File: config.mk
export PLATFORM = sky130hd
export DESIGN_NAME = vec_load_agen
export DESIGN_NICKNAME = d
export VERILOG_FILES = /design/src/rtl/vlag_pkg.sv /design/src/rtl/vlag_step.sv /design/src/rtl/vlag_pick.sv /design/src/rtl/vlag_addr.sv /design/src/rtl/vec_load_agen.sv
export SDC_FILE = /design/constraint.sdc
export NUM_CORES = 1
export LEC_CHECK = 0
export ABC_AREA = 1
export BUFFER_PORTS_ARGS = -buffer_cell sky130_fd_sc_hd__buf_2
export CELL_PAD_IN_SITES_DETAIL_PLACEMENT = 1
export CELL_PAD_IN_SITES_GLOBAL_PLACEMENT = 2
export CORE_ASPECT_RATIO = 0.75
export CORE_MARGIN = 3
export CORE_UTILIZATION = 36
export CTS_CLUSTER_DIAMETER = 80
export DETAILED_ROUTE_END_ITERATION = 10
export PLACE_DENSITY_LB_ADDON = 0.1
export SLEW_MARGIN = 20
export SYNTH_ARGS = -nofsm -noshare
export SYNTH_HDL_FRONTEND = slang
export SYNTH_SLANG_ARGS = --single-unit
File: constraint.sdc
create_clock -name clk -period 23.3 [get_ports clk]
set_clock_uncertainty 0.05 [all_clocks]
set_input_delay 0 -clock clk [delete_from_list [all_inputs] [get_ports clk]]
set_output_delay 0 -clock clk [all_outputs]
set_load 0.02 [all_outputs]
File: src/rtl/vlag_pkg.sv
package vlag_pkg;

    localparam int unsigned ADDR_W = 32;
    localparam int unsigned REG_W  = 5;
    localparam int unsigned SEG_W  = 3;
    localparam int unsigned SZ_W   = 3;
    localparam int unsigned VL_MAX = 16;
    localparam int unsigned VL_W   = $clog2(VL_MAX + 1);
    localparam int unsigned IDX_W  = $clog2(VL_MAX);

    typedef enum logic {
        PH_IDLE = 1'b0,
        PH_RUN  = 1'b1
    } phase_t;

    typedef struct packed {
        logic [ADDR_W-1:0] base;
        logic [SZ_W-1:0]   size;
        logic              cstride;
        logic [ADDR_W-1:0] stride;
        logic [SEG_W-1:0]  seglen;
        logic [VL_W-1:0]   vl;
        logic              indexed;
        logic              pred_en;
        logic [VL_MAX-1:0] mask;
        logic [REG_W-1:0]  rd;
    } ld_cmd_t;

    function automatic logic [ADDR_W-1:0] unit_bytes(input logic [SZ_W-1:0] code);
        return ADDR_W'(1) << code;
    endfunction

    function automatic logic [VL_W-1:0] next_slot(input logic [IDX_W-1:0] e);
        return VL_W'(e) + VL_W'(1);
    endfunction

endpackage

File: src/rtl/vlag_step.sv
module vlag_step
    import vlag_pkg::*;
(
    input  ld_cmd_t           cmd,
    output logic [ADDR_W-1:0] step,
    output logic [ADDR_W-1:0] span
);
    always_comb begin
        step = cmd.cstride ? cmd.stride : unit_bytes(cmd.size);
        span = step * (ADDR_W'(cmd.seglen) + ADDR_W'(1));
    end
endmodule

File: src/rtl/vlag_pick.sv
module vlag_pick #(
    parameter int unsigned N  = 16,
    parameter int unsigned VW = $clog2(N + 1),
    parameter int unsigned IW = $clog2(N)
) (
    input  logic [N-1:0]  mask,
    input  logic [VW-1:0] vl,
    input  logic          pred_en,
    input  logic [VW-1:0] from,
    output logic          found,
    output logic [IW-1:0] idx
);
    logic [N-1:0] elig;

    for (genvar k = 0; k < N; k++) begin : g_elig
        assign elig[k] = (VW'(k) >= from) && (VW'(k) < vl) && (!pred_en || mask[k]);
    end

    always_comb begin
        found = 1'b0;
        idx   = '0;
        for (int k = N - 1; k >= 0; k--) begin
            if (elig[k]) begin
                found = 1'b1;
                idx   = IW'(k);
            end
        end
    end
endmodule

File: src/rtl/vlag_addr.sv
module vlag_addr
    import vlag_pkg::*;
(
    input  logic [ADDR_W-1:0] base,
    input  logic              indexed,
    input  logic [ADDR_W-1:0] off_data,
    input  logic [IDX_W-1:0]  elem,
    input  logic [ADDR_W-1:0] span,
    input  logic [ADDR_W-1:0] seg_off,
    output logic [ADDR_W-1:0] addr
);
    logic [ADDR_W-1:0] elem_off;

    always_comb begin
        elem_off = indexed ? off_data : ADDR_W'(elem) * span;
        addr     = base + elem_off + seg_off;
    end
endmodule

File: src/rtl/vec_load_agen.sv
module vec_load_agen
    import vlag_pkg::*;
(
    input  logic              clk,
    input  logic              rst,
    input  logic              cmd_valid,
    output logic              cmd_ready,
    input  logic [ADDR_W-1:0] cmd_base,
    input  logic [SZ_W-1:0]   cmd_size,
    input  logic              cmd_cstride,
    input  logic [ADDR_W-1:0] cmd_stride,
    input  logic [SEG_W-1:0]  cmd_seglen,
    input  logic [VL_W-1:0]   cmd_vl,
    input  logic              cmd_indexed,
    input  logic              cmd_pred_en,
    input  logic [VL_MAX-1:0] cmd_mask,
    input  logic [REG_W-1:0]  cmd_rd,
    output logic [IDX_W-1:0]  off_idx,
    input  logic [ADDR_W-1:0] off_data,
    output logic              req_valid,
    input  logic              req_ready,
    output logic [ADDR_W-1:0] req_addr,
    output logic [REG_W-1:0]  req_reg,
    output logic [IDX_W-1:0]  req_elem
);
    phase_t            phase;
    ld_cmd_t           cmd_in;
    ld_cmd_t           lat;
    logic [IDX_W-1:0]  elem;
    logic [SEG_W-1:0]  seg;
    logic [ADDR_W-1:0] seg_off;
    logic [ADDR_W-1:0] step;
    logic [ADDR_W-1:0] span;

    logic [VL_MAX-1:0] pk_mask;
    logic [VL_W-1:0]   pk_vl;
    logic              pk_pen;
    logic [VL_W-1:0]   pk_from;
    logic              pk_found;
    logic [IDX_W-1:0]  pk_idx;

    always_comb begin
        cmd_in.base    = cmd_base;
        cmd_in.size    = cmd_size;
        cmd_in.cstride = cmd_cstride;
        cmd_in.stride  = cmd_stride;
        cmd_in.seglen  = cmd_seglen;
        cmd_in.vl      = cmd_vl;
        cmd_in.indexed = cmd_indexed;
        cmd_in.pred_en = cmd_pred_en;
        cmd_in.mask    = cmd_mask;
        cmd_in.rd      = cmd_rd;
    end

    vlag_step u_step (
        .cmd  (lat),
        .step (step),
        .span (span)
    );

    always_comb begin
        if (phase == PH_IDLE) begin
            pk_mask = cmd_in.mask;
            pk_vl   = cmd_in.vl;
            pk_pen  = cmd_in.pred_en;
            pk_from = '0;
        end else begin
            pk_mask = lat.mask;
            pk_vl   = lat.vl;
            pk_pen  = lat.pred_en;
            pk_from = next_slot(elem);
        end
    end

    vlag_pick #(
        .N  (VL_MAX),
        .VW (VL_W),
        .IW (IDX_W)
    ) u_pick (
        .mask    (pk_mask),
        .vl      (pk_vl),
        .pred_en (pk_pen),
        .from    (pk_from),
        .found   (pk_found),
        .idx     (pk_idx)
    );

    vlag_addr u_addr (
        .base     (lat.base),
        .indexed  (lat.indexed),
        .off_data (off_data),
        .elem     (elem),
        .span     (span),
        .seg_off  (seg_off),
        .addr     (req_addr)
    );

    always_ff @(posedge clk) begin
        if (rst) begin
            phase   <= PH_IDLE;
            lat     <= '0;
            elem    <= '0;
            seg     <= '0;
            seg_off <= '0;
        end else begin
            case (phase)
                PH_IDLE: begin
                    if (cmd_valid) begin
                        lat     <= cmd_in;
                        seg     <= '0;
                        seg_off <= '0;
                        elem    <= pk_idx;
                        if (pk_found) begin
                            phase <= PH_RUN;
                        end
                    end
                end
                PH_RUN: begin
                    if (req_ready) begin
                        if (seg != lat.seglen) begin
                            seg     <= seg + SEG_W'(1);
                            seg_off <= seg_off + step;
                        end else begin
                            seg     <= '0;
                            seg_off <= '0;
                            elem    <= pk_idx;
                            if (!pk_found) begin
                                phase <= PH_IDLE;
                            end
                        end
                    end
                end
                default: phase <= PH_IDLE;
            endcase
        end
    end

    assign cmd_ready = (phase == PH_IDLE);
    assign req_valid = (phase == PH_RUN);
    assign req_reg   = lat.rd + REG_W'(seg);
    assign req_elem  = elem;
    assign off_idx   = elem;

endmodule

==> results of run 1 <==
-- cells by family (layout without fill, tap and decap cells) --
kind of cell | Yosys count | after routing | share of synthesized area [%]
AO/OA/AOI/OAI | 507 | 507 | 15.85
XOR/XNOR | 70 | 70 | 3.462
adder cells (fa/ha/maj) | 279 | 279 | 25.98
buffers and inverters | 568 | 811 | 12.24
flip-flops | 139 | 139 | 15.71
multiplexers | 4 | 4 | 0.2261
AND/OR/NAND/NOR | 1141 | 1141 | 26.53
-- final cells by class --
type                            count  area, um^2
Fill cell                        6371       27230
Multi-Input combinational cell   2001       12780
Sequential cell                   139        2783
Timing Repair Buffer              294        2004
Inverter                          485        1823
Tap cell                          639       799.5
Clock buffer                       17       425.4
Clock inverter                     15       160.2
-- worst min-delay path by stage --
stage / depth (start not counted) / to / slack [ps] / start
after global placement: 3 / lat[35]$_SDFFE_PP0P_ / 170 / cmd_stride[4]
final: 3 / seg_off[11]$_SDFFE_PP0P_ / 130 / rst
after global routing: 3 / seg_off[10]$_SDFFE_PP0P_ / 130 / rst
after CTS: 3 / seg_off[1]$_SDFFE_PP0P_ / 100 / rst
after floorplan: 2 / lat[66]$_SDFFE_PP0P_ / 80 / cmd_size[2]
after detailed placement: 3 / lat[92]$_SDFFE_PP0P_ / 180 / cmd_base[25]
-- metrics by stage --
step | power (mW) | area, um^2 | worst slack, ps | util [%] | hold WS (ps)
final | 0.8213 | 20770 | 10630 | 43.27 | 130.7
after global routing | 0.8675 | 20770 | 9625 | 43.27 | 133.9
after CTS | 0.8263 | 20770 | 10750 | 43.27 | 102.7
after detailed placement | 0.5284 | 19180 | 11300 | 39.97 | 180.5
after global placement | 0.5232 | 19180 | 11710 | 39.97 | 172.5
after floorplan | 0.4321 | 17710 | 14750 | - | 84.90
-- flip-flops by register name, summed over array words and instances, names as in the netlist --
signal	flops
lat	99
off_idx	4
req_valid	1
seg	3
seg_off	32
-- report_power, final --
group,internal (mW),total (mW),switching (mW)
registers,0.252,0.264,0.0124
logic,0.0907,0.274,0.184
clock network,0.144,0.283,0.138
-- worst min-delay path: stages --
cell and delay [ps]:
buf_2 100, buf_4 290, a21oi_1 180
-- Yosys cell counts, types with 11 or more instances --
cell	number
o21ai_2	11
clkbuf_1	70
nand2_1	541
xor2_1	47
inv_1	477
o21ai_1	16
nand3_1	84
ha_1	131
a31oi_1	18
or2_2	29
o21ai_0	169
dfxtp_1	139
a21oi_1	229
xnor2_1	23
fa_1	148
nor3_1	25
nor2_1	405
-- metal layers --
metal,vias to the layer above,wire (um),GRT usage (%)
li1,8944,-,-
met1,8988,37080,42.70
met2,426,28980,40.41
met3,57,4285,4.756
met4,0,1080,4.999
met5,-,0,0
-- what timing repair did --
action	in CTS	in global routing
endpoints found under the hold margin	100	0
hold buffers	100	0
setup endpoints to repair	0	0
==> results.json, run 1 <==
{
  "crit_cells": 46,
  "start_util_pct": 36.90,
  "post_cts_resized": 0,
  "syn_to_final_growth_pct": 17.28,
  "peakVddDrop_v": 0.00004720,
  "hold_path_class": "in -> reg",
  "grt_max_degree": 96,
  "cts_max_level": 4,
  "drtPass1Iterations": 5,
  "slowest_delay_ps": 970,
  "grt_pass1_wl_um": 110200,
  "fin_setup_tns_ps": 0,
  "yosysSeqAreaShare_pct": 15.71,
  "portBuffers": 181,
  "ys.flop_type": "dfxtp_1",
  "tightest_slew_ps": 1061,
  "cts_tree": "done",
  "grtUsageTotal_pct": 27.69,
  "r2r_cells": 16,
  "synth_edf_count": 0,
  "root_buffer": "clkbuf_16",
  "cts_buffers": 17,
  "reg2reg_slack_ps": 19040,
  "cts.clk_slew.worst_paths_ps": 80,
  "setup_violations": 0,
  "status": "finished, final reports clean",
  "crit_slowest_cell": "a2111oi_0",
  "regToRegEndpoint": "seg_off[30]$_SDFFE_PP0P_",
  "synth_cells": 2708,
  "cellLeakagePower_nw": 10.91,
  "wl_per_cell_um": 19.90,
  "syn_nets": 3122,
  "postCtsSetupBuffers": 0,
  "rows": 69,
  "layout.cells.non_filler": 3590,
  "fin_crit_ps": 12670,
  "hpwlAfterDp_um": 58070,
  "place_congestion": 0.9211,
  "clk-insertion-delay-late_ps": 460,
  "core_area_mm2": 0.04800,
  "nNetsFinal": 3352,
  "antennaDiodeCount": 0,
  "startpoint_type": "flip-flop",
  "final_common_cell": "nand2_1",
  "clock_path_buffers": 2,
  "cp-startpoint": "lat[28]$_SDFFE_PP0P_",
  "die-height_um": 198.1,
  "postSynthAreaPerCell_um2": 6.540,
  "final_cell_mix": "nand2_1 (541), inv_1 (475), nor2_1 (403)",
  "synth_area_leader_cell": "fa_1",
  "r2r-start": "lat[63]$_SDFFE_PP0P_",
  "period_share_pct": 54.40,
  "path_buf_inv": 10,
  "maxSlewViolCount": 0,
  "drtAntennaViolNets": 0,
  "grt_pass1_vias": 18970,
  "synth_area_leaders": "fa_1 (17%), dfxtp_1 (16%), nand2_1 (11%)",
  "rsz0062_at_grt": "false",
  "cp_top_family": "adder cells",
  "arrival_ps": 12620,
  "drt-initial-drc-count": 1154,
  "crit_fanout": 22,
  "gr-total-overflow": 0,
  "cts_sinks": 139,
  "crit_required_ps": 23250,
  "maxCapViolations": 0,
  "num_vias": 18420,
  "ys.warnings.count": 0,
  "synth_cell_types": 57,
  "power.density_mw_per_mm2": 39.54,
  "synthArstFlopShare_pct": 0,
  "ioPinCount": 182,
  "drcViolationCount": 0,
  "path_class": "reg -> out",
  "hold_viol": 0,
  "syn_area_mm2": 0.01771,
  "die_x_um": 262.1,
  "fmax_ghz": 0.07890,
  "die_area_mm2": 0.05192,
  "antenna_found_initial": 0,
  "cp-end-kind": "output port",
  "post_drt_via_cell_ratio": 5.130,
  "drive_above_1_share_pct": 10.84,
  "synth_top_cell_area_share_pct": 16.73,
  "slew_headroom_pct": 27.47,
  "endpoint": "req_addr[31]",
  "placed_cells": 3458,
  "ys_ff_latch": 139,
  "routed_wl_um": 71420
}
Power figures use the tool's default switching activity.
==> run 2, diff against run 1 <==
- CORE_UTILIZATION: 36 -> 31
- clock period: 23.3 -> 10.6 ns (I/O delays scaled with it)
==> results.json, run 2 (same netlist as run 1, synthesis figures left out) <==
{
  "status": "finished, final reports clean",
  "cts_tree": "done",
  "ff_latch_area_mm2": 0.002785,
  "nNetsFinal": 3361,
  "cts_buffers": 17,
  "crit_slowest_cell": "fa_1",
  "path_class": "reg -> out",
  "grtUsageTotal_pct": 24.73,
  "num_vias": 18330,
  "die_area_mm2": 0.06007,
  "drt-initial-drc-count": 1007,
  "place_congestion": 0.8943,
  "crit_required_ps": 10550,
  "ioPinCount": 182,
  "antenna_found_initial": 2,
  "tightest_slew_ps": 1080,
  "cts_max_level": 4,
  "routed_wl_um": 73670,
  "slew_headroom_pct": 27.82,
  "largest_reg_flops": 99,
  "hold_path_class": "in -> reg",
  "maxCapViolations": 0,
  "setup_violations": 0,
  "syn_to_final_growth_pct": 19.88,
  "cts_sinks": 139,
  "startpoint_type": "flip-flop",
  "wl_per_cell_um": 19.95,
  "root_buffer": "clkbuf_16",
  "dp_slack_ps": 104.9,
  "cp_common_cell": "inv_1",
  "power.density_mw_per_mm2": 88.84,
  "setup_ws_ps": 622.8,
  "drtAntennaViolNets": 0,
  "drcViolationCount": 0,
  "hold_viol": 0,
  "core_area_mm2": 0.05621,
  "rows": 75,
  "arrival_ps": 9930,
  "die-height_um": 213,
  "post_drt_via_cell_ratio": 4.964,
  "r2r-start": "lat[63]$_SDFFE_PP0P_",
  "top_register": "lat",
  "grt_pass1_vias": 19040,
  "final_cell_mix": "nand2_1 (541), inv_1 (475), nor2_1 (398)",
  "gr-total-overflow": 0,
  "maxSlewViolCount": 0,
  "grt_max_degree": 77,
  "cp-startpoint": "lat[29]$_SDFFE_PP0P_",
  "fmax_ghz": 0.1002,
  "period_share_pct": 94.12,
  "clock_path_buffers": 2,
  "min_path_cells": 6,
  "peakVddDrop_v": 0.0001007,
  "fillers": 7177,
  "drtPass1Iterations": 5,
  "final_common_cell": "nand2_1",
  "final_util_pct": 37.77,
  "slowest_delay_ps": 530,
  "crit_fanout": 17,
  "drive_above_1_share_pct": 12.47,
  "hpwlAfterDp_um": 60890,
  "clk-insertion-delay-late_ps": 460,
  "cp-end-kind": "output port",
  "portBuffers": 181,
  "die_x_um": 282,
  "multi_input_area_mm2": 0.01299,
  "r2r_cells": 17,
  "fin_crit_ps": 9977,
  "start_util_pct": 31.51,
  "cellLeakagePower_nw": 11.02,
  "min_from": "req_ready",
  "cts.clk_slew.worst_paths_ps": 80,
  "grt_pass1_wl_um": 113000
}
[run 2: cell types whose count changed in the layout (fill, tap and decap cells not counted), moves of 5 or more]
cell,before,now
buf_4,13,21
xor2_2,0,9
nor2_2,6,11
xor2_1,47,38
nor2_1,403,398
a21oi_1,229,219
a21oi_2,4,14
[run 2: layout make-up]
class                   count  share of cell area [%]
diodes                      1                 0.01179
repair buffers            303                   9.777
clock buffers              17                   2.004
clock inverters            15                   1.002
well taps                 731                   4.308
multi-input cells        2001                   61.16
inverters                 485                   8.622
flip-flops and latches    139                   13.12
[run 2: worst paths after layout]
kind,end,slack [ps]
max reg2reg,seg_off[30]$_SDFFE_PP0P_,6680
min,seg_off[22]$_SDFFE_PP0P_,90
max,req_addr[30],620
min reg2reg,lat[21]$_SDFFE_PP0P_,420
[run 2: critical path, delay by kind of cell (launching register included)]
family | cells | cell delay [ps]
adders and majority gates | 9 | 3600
AOI/OAI and AO/OA | 11 | 2130
and+or+nand+nor | 11 | 1630
buffers and inverters | 10 | 1070
xor gates and xnor gates | 2 | 650
DFF | 1 | 350
[run 2: metal layers]
metal	track usage [%]	wire (um)
met4	4.638	1014
met2	37.10	30420
met1	37.66	38860
met5	0	33
met3	3.542	3348
[run 2: stage by stage]
stage	cells	hold slack [ps]	TNS [ps]	instance area [um^2]	power (mW)
after detailed placement	3554	179.8	0	19320	1.167
after global routing	3691	129.2	-35.16	21230	1.993
final	3692	91.73	0	21230	1.886
after global placement	3554	172.2	0	19320	1.157
after floorplan	2708	84.90	0	17710	0.9499
after CTS	3686	71.74	0	21010	1.895
[run 2: power breakdown]
group / leakage, nW / switching (mW) / internal (mW)
Clock: 0.312 / 0.290 / 0.400
Combinational: 9.56 / 0.415 / 0.205
Sequential: 1.14 / 0.0219 / 0.554
[run 2: timing repair]
action,in CTS,in global routing
hold buffers,100,0
resized for setup,13,41
setup buffers,0,5
pin swaps,0,6
hold endpoints to repair,100,0
endpoints found under the setup margin,1,4
